==> config.mk <==
export PLATFORM = sky130hd
export DESIGN_NAME = npc_gate_stage
export DESIGN_NICKNAME = d
export VERILOG_FILES = /design/src/rtl/npc_dt_pkg.sv /design/src/rtl/npc_tick_gen.sv /design/src/rtl/npc_period_sel.sv /design/src/rtl/npc_trip_latch.sv /design/src/rtl/npc_dt_channel.sv /design/src/rtl/npc_gate_stage.sv
export SDC_FILE = /design/constraint.sdc
export NUM_CORES = 1
export LEC_CHECK = 0
export ABC_AREA = 1
export BUFFER_PORTS_ARGS = -buffer_cell sky130_fd_sc_hd__buf_2
export CAP_MARGIN = 15
export CORE_MARGIN = 2
export CORE_UTILIZATION = 50
export CTS_BUF_LIST = sky130_fd_sc_hd__clkbuf_4 sky130_fd_sc_hd__clkbuf_8
export DETAILED_ROUTE_END_ITERATION = 10
export PLACE_DENSITY_LB_ADDON = 0.2
export SYNTH_ARGS = -nofsm -noshare
export SYNTH_HDL_FRONTEND = slang
export SYNTH_SLANG_ARGS = --single-unit
export TNS_END_PERCENT = 100
==> constraint.sdc <==
create_clock -name clk -period 2.2 [get_ports clk]
set_clock_uncertainty 0.05 [all_clocks]
set_input_delay 0.44 -clock clk [delete_from_list [all_inputs] [get_ports clk]]
set_output_delay 0.44 -clock clk [all_outputs]
set_load 0.05 [all_outputs]
==> src/rtl/npc_dt_pkg.sv <==
package npc_dt_pkg;

    localparam int CNT_W   = 8;
    localparam int SEL_W   = 2;
    localparam int NUM_SET = 4;
    localparam int LEG_SW  = 4;

    typedef logic [CNT_W-1:0] cnt_t;
    typedef logic [SEL_W-1:0] sel_t;

    typedef struct packed {
        cnt_t period;
        cnt_t dead;
    } timing_t;

    typedef enum logic {
        TRIP_CLEAR = 1'b0,
        TRIP_HELD  = 1'b1
    } trip_e;

    typedef struct packed {
        logic qual_d;
        cnt_t remain;
        logic drive;
    } chan_t;

    // period and dead time for each selector value, in ticks
    function automatic timing_t timing_of(sel_t s);
        timing_t t;
        case (s)
            2'd0:    begin t.period = cnt_t'(200); t.dead = cnt_t'(20); end
            2'd1:    begin t.period = cnt_t'(160); t.dead = cnt_t'(16); end
            2'd2:    begin t.period = cnt_t'(100); t.dead = cnt_t'(10); end
            default: begin t.period = cnt_t'(60);  t.dead = cnt_t'(6);  end
        endcase
        return t;
    endfunction

    // complementary partner inside a leg: switch 1<->3, 2<->4
    function automatic int partner_of(int ch);
        return (ch / LEG_SW) * LEG_SW + ((ch % LEG_SW) ^ 2);
    endfunction

endpackage

==> src/rtl/npc_tick_gen.sv <==
module npc_tick_gen #(
    parameter int TICK_DIV = 10
) (
    input  logic clk,
    input  logic rst,
    output logic tick
);
    localparam int W = (TICK_DIV > 1) ? $clog2(TICK_DIV) : 1;

    logic [W-1:0] phase;

    generate
        if (TICK_DIV > 1) begin : g_div
            assign tick = (phase == W'(TICK_DIV - 1));
            always_ff @(posedge clk) begin
                if (rst)       phase <= '0;
                else if (tick) phase <= '0;
                else           phase <= phase + 1'b1;
            end
        end else begin : g_pass
            assign tick = 1'b1;
            always_ff @(posedge clk) phase <= '0;
        end
    endgenerate
endmodule

==> src/rtl/npc_period_sel.sv <==
module npc_period_sel
    import npc_dt_pkg::*;
(
    input  logic    clk,
    input  logic    rst,
    input  logic    tick,
    input  sel_t    freq_sel,
    output timing_t cur,
    output cnt_t    carrier
);
    sel_t sel_q;
    logic wrap;

    assign cur  = timing_of(sel_q);
    assign wrap = (carrier >= cur.period - 1'b1);

    always_ff @(posedge clk) begin
        if (rst) begin
            carrier <= '0;
            sel_q   <= freq_sel;
        end else if (tick) begin
            if (wrap) begin
                carrier <= '0;
                sel_q   <= freq_sel;
            end else begin
                carrier <= carrier + 1'b1;
            end
        end
    end
endmodule

==> src/rtl/npc_trip_latch.sv <==
module npc_trip_latch
    import npc_dt_pkg::*;
(
    input  logic clk,
    input  logic rst,
    input  logic trip_in,
    input  logic trip_clr,
    output logic held,
    output logic block
);
    trip_e state;

    assign held  = (state == TRIP_HELD);
    assign block = held | trip_in;

    always_ff @(posedge clk) begin
        if (rst) begin
            state <= TRIP_CLEAR;
        end else begin
            case (state)
                TRIP_CLEAR: if (trip_in) state <= TRIP_HELD;
                TRIP_HELD:  if (trip_clr && !trip_in) state <= TRIP_CLEAR;
                default:    state <= TRIP_HELD;
            endcase
        end
    end
endmodule

==> src/rtl/npc_dt_channel.sv <==
module npc_dt_channel
    import npc_dt_pkg::*;
(
    input  logic clk,
    input  logic rst,
    input  logic tick,
    input  logic cmd_self,
    input  logic cmd_partner,
    input  logic block,
    input  cnt_t dead,
    output logic drive
);
    chan_t st;
    logic  qual;
    logic  rise;

    assign qual  = cmd_self & ~cmd_partner & ~block;
    assign rise  = qual & ~st.qual_d;
    assign drive = st.drive;

    always_ff @(posedge clk) begin
        if (rst) begin
            st <= '0;
        end else begin
            st.qual_d <= qual;
            if (!qual) begin
                st.drive <= 1'b0;
            end else if (rise) begin
                st.remain <= dead;
                st.drive  <= 1'b0;
            end else if (st.remain == '0) begin
                st.drive <= 1'b1;
            end else if (tick) begin
                st.remain <= st.remain - 1'b1;
            end
        end
    end
endmodule

==> src/rtl/npc_gate_stage.sv <==
module npc_gate_stage
    import npc_dt_pkg::*;
#(
    parameter int N_LEG    = 3,
    parameter int TICK_DIV = 10,
    localparam int N_CH    = N_LEG * LEG_SW
) (
    input  logic            clk,
    input  logic            rst,
    input  logic [1:0]      freq_sel,
    input  logic [N_CH-1:0] gate_cmd,
    input  logic            trip_in,
    input  logic            trip_clr,
    output logic [N_CH-1:0] gate_out,
    output logic            trip_active,
    output logic [7:0]      carrier,
    output logic [7:0]      period_len
);
    logic            tick;
    logic            block;
    timing_t         cur;
    cnt_t            carrier_q;
    logic [N_CH-1:0] drive;

    npc_tick_gen #(.TICK_DIV(TICK_DIV)) u_tick (
        .clk  (clk),
        .rst  (rst),
        .tick (tick)
    );

    npc_period_sel u_period (
        .clk      (clk),
        .rst      (rst),
        .tick     (tick),
        .freq_sel (freq_sel),
        .cur      (cur),
        .carrier  (carrier_q)
    );

    npc_trip_latch u_trip (
        .clk      (clk),
        .rst      (rst),
        .trip_in  (trip_in),
        .trip_clr (trip_clr),
        .held     (trip_active),
        .block    (block)
    );

    generate
        for (genvar c = 0; c < N_CH; c++) begin : g_ch
            npc_dt_channel u_ch (
                .clk         (clk),
                .rst         (rst),
                .tick        (tick),
                .cmd_self    (gate_cmd[c]),
                .cmd_partner (gate_cmd[partner_of(c)]),
                .block       (block),
                .dead        (cur.dead),
                .drive       (drive[c])
            );
        end
    endgenerate

    // trip input blanks outputs without waiting for an edge
    assign gate_out   = drive & {N_CH{~block}};
    assign carrier    = 8'(carrier_q);
    assign period_len = 8'(cur.period);
endmodule

* Word level (Yosys, flattened, before mapping)
Cells that the tools add are included.
Word-level totals: register bits 135, bits of input ports 18, output and inout port bits 29
Cells by class: add/subtract/negate cells 15, $lt $le $gt $ge 1, equality and inequality tests 15, mux-type cells 56, bitwise gates (word level) 76, reductions and logical operators 55
Operator list (number):
- $mux 8 | 25
- $mux 9 | 12
- $sub 8x1->8 const B | 13
- $logic_not 8->1 | 12
- $pmux 16 s3 | 1
- $not 1->1 | 38
- $and 1x1->1 | 36
- $reduce_and 3->1 | 12
- $reduce_or 3->1 | 12
- $reduce_bool 2->1 | 14
- $ne 2x1->1 const B | 12
- $mux 1 | 14
- $and 12x12->12 | 1
- $add 8x1->8 const B | 1
- $ge 8x8->1 | 1
- $mux 2 | 3
- $add 4x1->4 const B | 1
- $eq 4x4->1 const B | 1
- $eq 2x1->1 const B | 1
- $eq 2x2->1 const B | 1
- $logic_not 2->1 | 1
- $pmux 1 s2 | 1
- $reduce_and 2->1 | 1
- $reduce_or 2->1 | 1
- 3 further kinds | 3

* Longest topological paths before layout
Gate-level depths: netlist of run 1.
word-level depth 7, mapped depth 13

* Hierarchy
Synthesis of run 1 repeated with hierarchy kept, for this count alone.
Unflattened totals: cell total of the unflattened synthesis 1470, area total of the unflattened synthesis 9470.3 sq um
By module, submodules not included:
- npc_dt_channel | instances 12, cells an instance 110, area each 696.9 sq um, seq. area each 200.2 sq um
- npc_period_sel | instances 1, cells an instance 95, area each 778.2 sq um, seq. area each 220.2 sq um
- npc_tick_gen | instances 1, cells an instance 22, area each 181.4 sq um, seq. area each 80.1 sq um
- npc_gate_stage | instances 1, cells an instance 25, area each 101.3 sq um, seq. area each 0.0 sq um
- npc_trip_latch | instances 1, cells an instance 8, area each 46.3 sq um, seq. area each 20.0 sq um

* Worst setup path after synthesis of run 1
Ideal clock, no wire load.
path kind reg2reg, start point register u_period.sel_q[0], end point register u_period.sel_q[0], enable pin, setup time 316 ps, data arrival time 2774 ps, data required time 1834 ps, slack -940 ps, stages on the path, launching flop included 11, clock period less this slack 3140 ps, cell sequence edfxtp_1 ha_1 nor2_2 clkinv_1 ha_1 nand2_1 nor2_1 nand3_1 nand2_1 nand2_1 inv_1
On the way: word-level cells in the longest chain between the ends 6, elaborated cells between the ends (all ways) 8, classes of those cells add/sub: 1; order compare: 1; eq/ne: 2; mux: 1; reduce/logical: 3
RTL lines:
- start: declaration | line npc_period_sel.sv:11 | sel_t sel_q;
- start signal: assignment | line npc_period_sel.sv:20 | sel_q <= freq_sel;
- start signal: assignment | line npc_period_sel.sv:24 | sel_q <= freq_sel;
- $eq 2x2->1 (tied with other cells) | line npc_dt_pkg.sv:30 | case (s)
- $pmux 16 s3 * | line npc_dt_pkg.sv:30
- named net period_len[4] | line npc_gate_stage.sv:17 | output logic [7:0] period_len
- $sub 8x1->8 * | line npc_period_sel.sv:15 | assign wrap = (carrier >= cur.period - 1'b1);
- $ge 8x8->1 * | line npc_period_sel.sv:15
- $reduce_bool 2->1 (no source line) *
- $reduce_and 2->1 (no source line) *
Mark *: on every way through the listed nets, which the timed path passes. The rest lies on a longest branch. A chain may end at the register's enable or synchronous reset.

* Worst setup path after layout of run 1
start point register u_period.sel_q[0], end point output port period_len[2]
On the way: word-level cells in the longest chain between the ends 2, elaborated cells between the ends (all ways) 4, classes of those cells eq/ne: 2; mux: 1; reduce/logical: 1
RTL lines (line):
- $eq 2x2->1 (tied with other cells) | npc_dt_pkg.sv:30
- $pmux 16 s3 * | npc_dt_pkg.sv:30
- end: declaration | npc_gate_stage.sv:17
Mark *: on every way between the ends. The rest lies on a longest branch, timed or not.

==> flow_metrics.env, run 1 <==
export IMPL_synthArstFlopShare=0
export IMPL_pwr_share_comb=0.180
export IMPL_ff2ff_path_depth=11
export IMPL_dr_pass1_iters=5
export IMPL_grt_antenna_before_repair=0
export IMPL_rsz0062_at_grt="true"
export IMPL_clockPowerShare=0.358
export IMPL_status="complete, no violations"
export IMPL_synth_top_area_cell="dfxtp_1"
export IMPL_synth_common_cells="nand2_1 (293), nor2_1 (273), inv_1 (179)"
export IMPL_startpoint_type="flip-flop"
export IMPL_drc=0
export IMPL_drv_slew=0
export IMPL_synth_most_common_cell="nand2_1"
export IMPL_routabilityCongestion=0.869
export IMPL_drt_wl_total_um=17700
export IMPL_cts_root_buffer="clkbuf_8"
export IMPL_cpPeakStageDelay_ps=460
export IMPL_path_class="flip-flop to output pin"
export IMPL_initial_core_util=0.512
export IMPL_htree_levels=4
export IMPL_cp_cell_sequence="buf_4, ha_4, nor2_4, inv_2, buf_12, buf_12"
export IMPL_synth_ff_type="dfxtp_1"
export IMPL_path_buf_inv=4
export IMPL_maxSlewHeadroom=0.490
export IMPL_period_minus_slack_ps=2180
export IMPL_drive_above_1_share=0.120
export IMPL_cp_required_ps=1710
export IMPL_internal_power_mw=3.92
export IMPL_grt_max_degree=34
export IMPL_fp_dieH_um=129
export IMPL_stdcell_count=1545
export IMPL_worst_pin_slew_ps=765
export IMPL_maxCapViolations=0
export IMPL_critPathSlowestCell="edfxtp_1"
export IMPL_postSynthAreaPerCell_um2=6.25
export IMPL_ant_nets=0
export IMPL_die_area_um2=16600
export IMPL_grt_usage=0.222
export IMPL_synth_warnings=0
export IMPL_cts_tree="yes"
export IMPL_cp_top_family="buffers and inverters"
export IMPL_ioPinCount=47
export IMPL_yosys_register_bits=135
export IMPL_power_density_nw_per_um2=634
export IMPL_setup_tns_ps=0
export IMPL_crit_path_frequent_cell="buf_12"
export IMPL_fp_coreArea_um2=15300
export IMPL_postLayoutSetupSlackWorst_ps=21.7
export IMPL_drt_initial_drc_count=424
export IMPL_core_rowCount=45
export IMPL_synth_cell_types=32
export IMPL_hold_path_class="input pin to flip-flop"
export IMPL_yosysSeqAreaShare=0.348
export IMPL_final_area_um2=8950
export IMPL_worstHoldPathCells=1
export IMPL_preCtsSetupSlack_ps=89.0
export IMPL_synth_top_area_frac=0.341
export IMPL_grt_overflow=0
export IMPL_synth_edf_count=2
export IMPL_hold_slack_ps=111
export IMPL_hpwl_um=12500
export IMPL_grt_pass1_vias=6613
export IMPL_syn_inst=1250
export IMPL_synth_area_leaders="dfxtp_1 (34%), nand2_1 (14%), nor2_1 (13%), inv_1 (8.6%), nand3_1 (6.4%)"
export IMPL_crit_arrival_ps=1690
export IMPL_n_antenna_cell=0
export IMPL_clkSlewWorstSetupHoldPaths_ps=80
export IMPL_nets=1366
export IMPL_hold_buffers=0
export IMPL_path_max_fanout=4
export IMPL_cp_num_cells=6
export IMPL_port_buffers=44
export IMPL_leakage_nw=4.44
export IMPL_vias=7534
export IMPL_endpoint_kind="output pin"
export IMPL_p_switching_mw=1.76
export IMPL_finalHoldViolCount=0
export IMPL_numClockSinks=135
export IMPL_p_seq_frac=0.462
export IMPL_syn_to_final_growth_pct=14.5
export IMPL_dp_cells=1506
export IMPL_synth_area_um2=7810
export IMPL_place_area_um2=8390
export IMPL_viasPerCell=4.88
export IMPL_grt_first_pass_wirelength_um=29700
export IMPL_clock_fmax_ghz=0.459
export IMPL_swShare=0.310
export IMPL_die_w_um=129
export IMPL_fill_cells=1480
export IMPL_clock_latency_ps=460
export IMPL_wl_per_cell_um=11.4
export IMPL_numCtsBuffers=17
export IMPL_setup_violations=0
export IMPL_ir_worst_vdd_v=0.000402
export IMPL_post_route_period_util=0.990
export IMPL_cts_path_max_buffers=2
per-layer routing:
metal	GRT usage	vias to the layer above	routed length, um
met4	0.0748	0	325
met2	0.376	128	8190
met1	0.279	3337	8450
met5	0	-	0
met3	0.0499	24	687
li1	-	4045	-
registers in the layout, summed over array words and instances (netlist names):
register / count
g_ch.u_ch.st: 108
u_tick.phase: 4
u_period.carrier: 8
u_period.sel_q: 2
g_ch.u_ch.drive: 12
u_trip.held: 1
worst paths after layout:
kind	slack, ps	startpoint	to
setup / recovery	20	u_period.sel_q[0]	period_len[2]
hold / removal	110	freq_sel[0]	u_period.sel_q[0]
setup reg to reg	30	u_period.sel_q[0]	u_period.sel_q[0]
hold reg to reg	380	g_ch[9].u_ch.st[9]	g_ch[9].u_ch.drive
placed cells by master, fill, tap and decap left out, types with 6 or more instances in the layout:
| cell type | Yosys | final |
|---|---|---|
| a21oi_1 | 63 | 62 |
| nor2_1 | 273 | 260 |
| nor2_2 | 1 | 10 |
| o21ai_1 | 19 | 19 |
| clkbuf_8 | 0 | 17 |
| nand3b_2 | 7 | 7 |
| buf_4 | 10 | 30 |
| dfxtp_1 | 133 | 133 |
| nor2_4 | 2 | 6 |
| buf_2 | 0 | 41 |
| clkinv_4 | 0 | 8 |
| inv_1 | 179 | 175 |
| nor3_1 | 28 | 28 |
| nand3_1 | 100 | 100 |
| nand2_1 | 293 | 291 |
| ha_1 | 27 | 22 |
| o21ai_0 | 67 | 67 |
| nand2_2 | 5 | 7 |
power groups by stage:
stage | combinational (mW) | sequential (mW) | clock (mW)
after floorplan | 0.777 | 2.66 | 0
after global placement | 0.971 | 2.68 | 0
after detailed placement | 0.984 | 2.68 | 0
after CTS | 1.01 | 2.62 | 2.10
after global routing | 1.18 | 2.64 | 2.20
final | 1.02 | 2.62 | 2.03
timing repair:
| action | CTS | global route |
|---|---|---|
| gates resized for setup | 21 | 10 |
| endpoints found under the setup margin | 3 | 9 |
| setup buffers | 4 | 3 |
| cloned | 0 | 0 |
| pin swaps | 3 | 6 |
| hold endpoints to repair | 0 | 0 |
layout make-up:
type / count / area, um^2 / share of cell area
Multi-Input combinational cell: 907 / 4330 / 0.484
Sequential cell: 135 / 2720 / 0.304
Inverter: 181 / 687 / 0.0768
Timing Repair Buffer: 79 / 551 / 0.0615
Tap cell: 211 / 264 / 0.0295
Clock buffer: 17 / 234 / 0.0261
Clock inverter: 15 / 156 / 0.0175
metrics by stage:
| step | total power [mW] | utilization |
|---|---|---|
| floorplan | 3.44 | - |
| global placement | 3.65 | 0.550 |
| detailed placement | 3.66 | 0.550 |
| CTS | 5.74 | 0.583 |
| global route | 6.02 | 0.586 |
| finish | 5.68 | 0.586 |
kinds of logic after synthesis:
group | Yosys count | synth area share
other cells | 1 | 0.000480
fa+ha+maj | 27 | 0.0432
compound gates | 153 | 0.0993
buf+inv | 209 | 0.113
flops | 135 | 0.348
xor+xnor | 7 | 0.00785
simple gates | 718 | 0.388
No activity file was read; power rests on OpenSTA's default activity.
==> run 2: changes to the inputs <==
--- a/config.mk
+++ b/config.mk
@@ -5,7 +5,6 @@
 export SDC_FILE = /design/constraint.sdc
 export NUM_CORES = 1
 export LEC_CHECK = 0
-export ABC_AREA = 1
 export BUFFER_PORTS_ARGS = -buffer_cell sky130_fd_sc_hd__buf_2
 export CAP_MARGIN = 15
 export CORE_MARGIN = 2
==> run 2 against run 1 <==
Effect of this change: the flow now finishes with violations (setup timing); setup slack worse by 150 ps; die area down 6.6%; sequential cell count stayed put; non-clock buffer count grew 72; critical endpoint is now period_len[7]; largest power group unchanged; highest routed layer unchanged.
==> flow_metrics.env, run 2 <==
export IMPL_synth_top_area_cell="dfxtp_1"
export IMPL_ant_nets=0
export IMPL_syn_inst=864
export IMPL_cts_tree="yes"
export IMPL_synth_area_leaders="dfxtp_1 (37%), nor2_1 (6.3%), ha_1 (4.6%), xnor2_1 (4.1%), o21ai_0 (3.0%)"
export IMPL_maxSlewHeadroom=0.585
export IMPL_largest_reg_flops=108
export IMPL_cts_root_buffer="clkbuf_8"
export IMPL_cts_path_max_buffers=2
export IMPL_worstHoldPathCells=1
export IMPL_p_switching_mw=1.49
export IMPL_numClockSinks=135
export IMPL_r2r_slack_ps=-110
export IMPL_synth_most_common_cell="dfxtp_1"
export IMPL_whs_endpoint="u_period.sel_q[1]"
export IMPL_path_max_fanout=3
export IMPL_top_register="g_ch.u_ch.st"
export IMPL_hpwl_um=13600
export IMPL_finalHoldViolCount=0
export IMPL_drv_slew=0
export IMPL_setup_tns_ps=-1210
export IMPL_r2r_end="u_period.sel_q[1]"
export IMPL_cp_cell_sequence="buf_6, ha_4, or2_4, buf_6, clkinvlp_4, buf_8"
export IMPL_preCtsSetupSlack_ps=-249
export IMPL_ir_worst_vdd_v=0.000553
export IMPL_swShare=0.262
export IMPL_largestRegisters="g_ch.u_ch.st: 108 flops, g_ch.u_ch.drive: 12 flops, u_period.carrier: 8 flops"
export IMPL_internal_power_mw=4.19
export IMPL_p_seq_frac=0.459
export IMPL_nets=1035
export IMPL_synthArstFlopShare=0
export IMPL_startpoint_type="flip-flop"
export IMPL_postSynthAreaPerCell_um2=8.42
export IMPL_synth_ff_type="dfxtp_1"
export IMPL_hold_path_class="input pin to flip-flop"
export IMPL_violations="setup timing"
export IMPL_synth_simple_area_share=0.271
export IMPL_leakage_nw=3.65
export IMPL_synth_cell_types=72
export IMPL_drt_wl_total_um=19400
export IMPL_synth_edf_count=2
export IMPL_post_route_period_util=1.06
export IMPL_wl_per_cell_um=16.4
export IMPL_synth_common_cells="dfxtp_1 (133), nor2_1 (122), nand2_1 (48)"
export IMPL_yosys_register_bits=135
export IMPL_ff2ff_path_depth=8
export IMPL_clock_latency_ps=460
export IMPL_synth_compound_area_frac=0.180
export IMPL_clockPowerShare=0.408
export IMPL_postLayoutSetupSlackWorst_ps=-125
export IMPL_cp_top_family="buffers and inverters"
export IMPL_hold_slack_ps=112
export IMPL_initial_core_util=0.506
export IMPL_die_w_um=125
export IMPL_drc=0
export IMPL_status="complete, but fails checks"
export IMPL_clock_fmax_ghz=0.430
export IMPL_path_buf_inv=4
export IMPL_yosysSeqAreaShare=0.374
export IMPL_layout_commonest_cell="dfxtp_1"
export IMPL_hold_start="freq_sel[1]"
export IMPL_setup_violations=13
export IMPL_cp_required_ps=1710
export IMPL_power_density_nw_per_um2=625
export IMPL_fp_coreArea_um2=14400
export IMPL_crit_arrival_ps=1840
export IMPL_synth_adder_area_share=0.0464
export IMPL_hold_buffers=0
export IMPL_synth_area_um2=7280
export IMPL_final_area_um2=9070
export IMPL_n_antenna_cell=0
export IMPL_grt_usage=0.252
export IMPL_grt_pass1_vias=6811
export IMPL_place_area_um2=8320
export IMPL_vias=6955
export IMPL_crit_path_frequent_cell="buf_6"
export IMPL_synth_mux_area_frac=0.0132
export IMPL_viasPerCell=5.86
export IMPL_die_area_um2=15500
export IMPL_grt_overflow=0
export IMPL_port_buffers=44
export IMPL_synth_warnings=0
export IMPL_grt_max_degree=47
export IMPL_grt_first_pass_wirelength_um=32300
export IMPL_r2r_start="u_period.sel_q[0]"
export IMPL_maxCapViolations=0
export IMPL_worst_pin_slew_ps=617
export IMPL_cpPeakStageDelay_ps=420
export IMPL_rsz0062_at_grt="true"
export IMPL_routabilityCongestion=0.896
export IMPL_htree_levels=4
export IMPL_ioPinCount=47
export IMPL_clkSlewWorstSetupHoldPaths_ps=70
export IMPL_dr_pass1_iters=5
export IMPL_drt_initial_drc_count=443
export IMPL_synth_xor_area_share=0.0674
export IMPL_fp_dieH_um=125
export IMPL_period_minus_slack_ps=2330
export IMPL_synth_top_family_by_area="simple AND/OR/NAND/NOR gates"
export IMPL_path_class="flip-flop to output pin"
export IMPL_grt_antenna_before_repair=0
export IMPL_numCtsBuffers=17
export IMPL_drive_above_1_share=0.244
export IMPL_pwr_share_comb=0.133
export IMPL_syn_to_final_growth_pct=24.7
export IMPL_mostFrequentLayoutCells="dfxtp_1 (131), nor2_1 (116), buf_4 (98)"
export IMPL_fill_cells=1200
export IMPL_final_util=0.631
export IMPL_synth_top_area_frac=0.366
export IMPL_core_rowCount=44
export IMPL_critPathSlowestCell="edfxtp_1"
export IMPL_endpoint_kind="output pin"
## run 2: cell types whose count changed in the layout (fill, tap and decap cells not counted), sizes merged, moves of 41 or more
cell   change
nand2    -251
nor2     -153
inv      -145
nand3     -84
buf       +68
o21ai     -41
## run 2: cells by family after synthesis
group | after synthesis
compound gates | 188
xor+xnor | 56
fa+ha+maj | 27
buf+inv | 82
flops | 135
mux | 9
other cells | 1
simple gates | 366
## run 2: worst register-to-register path: stages (launching register included)
cell      delay (ps)
edfxtp_1         420
buf_6            160
ha_4             160
or2_4            250
buf_4            140
ha_4             270
nand4_1           90
o211a_1          270
a21oi_4          200
## run 2: area by class of cell
| class | count | area [um^2] | share of cell area |
|---|---|---|---|
| well taps | 184 | 230 | 0.0254 |
| flip-flops and latches | 135 | 2730 | 0.301 |
| inverters | 37 | 143 | 0.0157 |
| repair buffers | 151 | 1120 | 0.124 |
| clock inverters | 7 | 113 | 0.0124 |
| clock buffers | 25 | 338 | 0.0372 |
| multi-input cells | 648 | 4400 | 0.485 |
## run 2: power groups by stage
stage	Clock, mW	Sequential, mW	Combinational, mW
after global placement	0	2.65	0.674
final	2.31	2.60	0.757
after CTS	2.36	2.60	0.733
after detailed placement	0	2.66	0.695
after floorplan	0	2.63	0.464
after global routing	2.48	2.62	0.822
## run 2: layer usage
metal | GRT usage | up-vias | part of all wire
li1 | - | 3392 | -
met1 | 0.304 | 3322 | 0.43
met5 | 0 | - | 0
met3 | 0.0593 | 49 | 0.048
met4 | 0.0905 | 0 | 0.023
met2 | 0.438 | 192 | 0.50
## run 2: worst max path at each step
stage	start	endpoint	slack (ps)	depth (start not counted)
2_1_floorplan	u_period.sel_q[0]	u_period.sel_q[0]	-120	9
3_3_place_gp	trip_in	g_ch[11].u_ch.st[3]	-190	7
3_5_place_dp	trip_in	g_ch[11].u_ch.st[7]	-250	7
4_1_cts	u_period.sel_q[1]	period_len[7]	-150	7
5_1_grt	u_period.sel_q[1]	u_period.carrier[4]	-190	11
6_report	u_period.sel_q[0]	period_len[7]	-130	6
## run 2: metrics by stage
stage	total power, mW	cells
2_1_floorplan	3.10	865
3_5_place_dp	3.35	1138
6_report	5.68	1187
3_3_place_gp	3.33	1138
4_1_cts	5.69	1184
5_1_grt	5.91	1187
## run 2: timing repair
item                                   in CTS  in global routing
endpoints found under the hold margin       0                  0
setup endpoints to repair                  23                 26
gates resized for setup                    21                 26
buffers inserted                           14                  3
pin swaps                                   5                  5
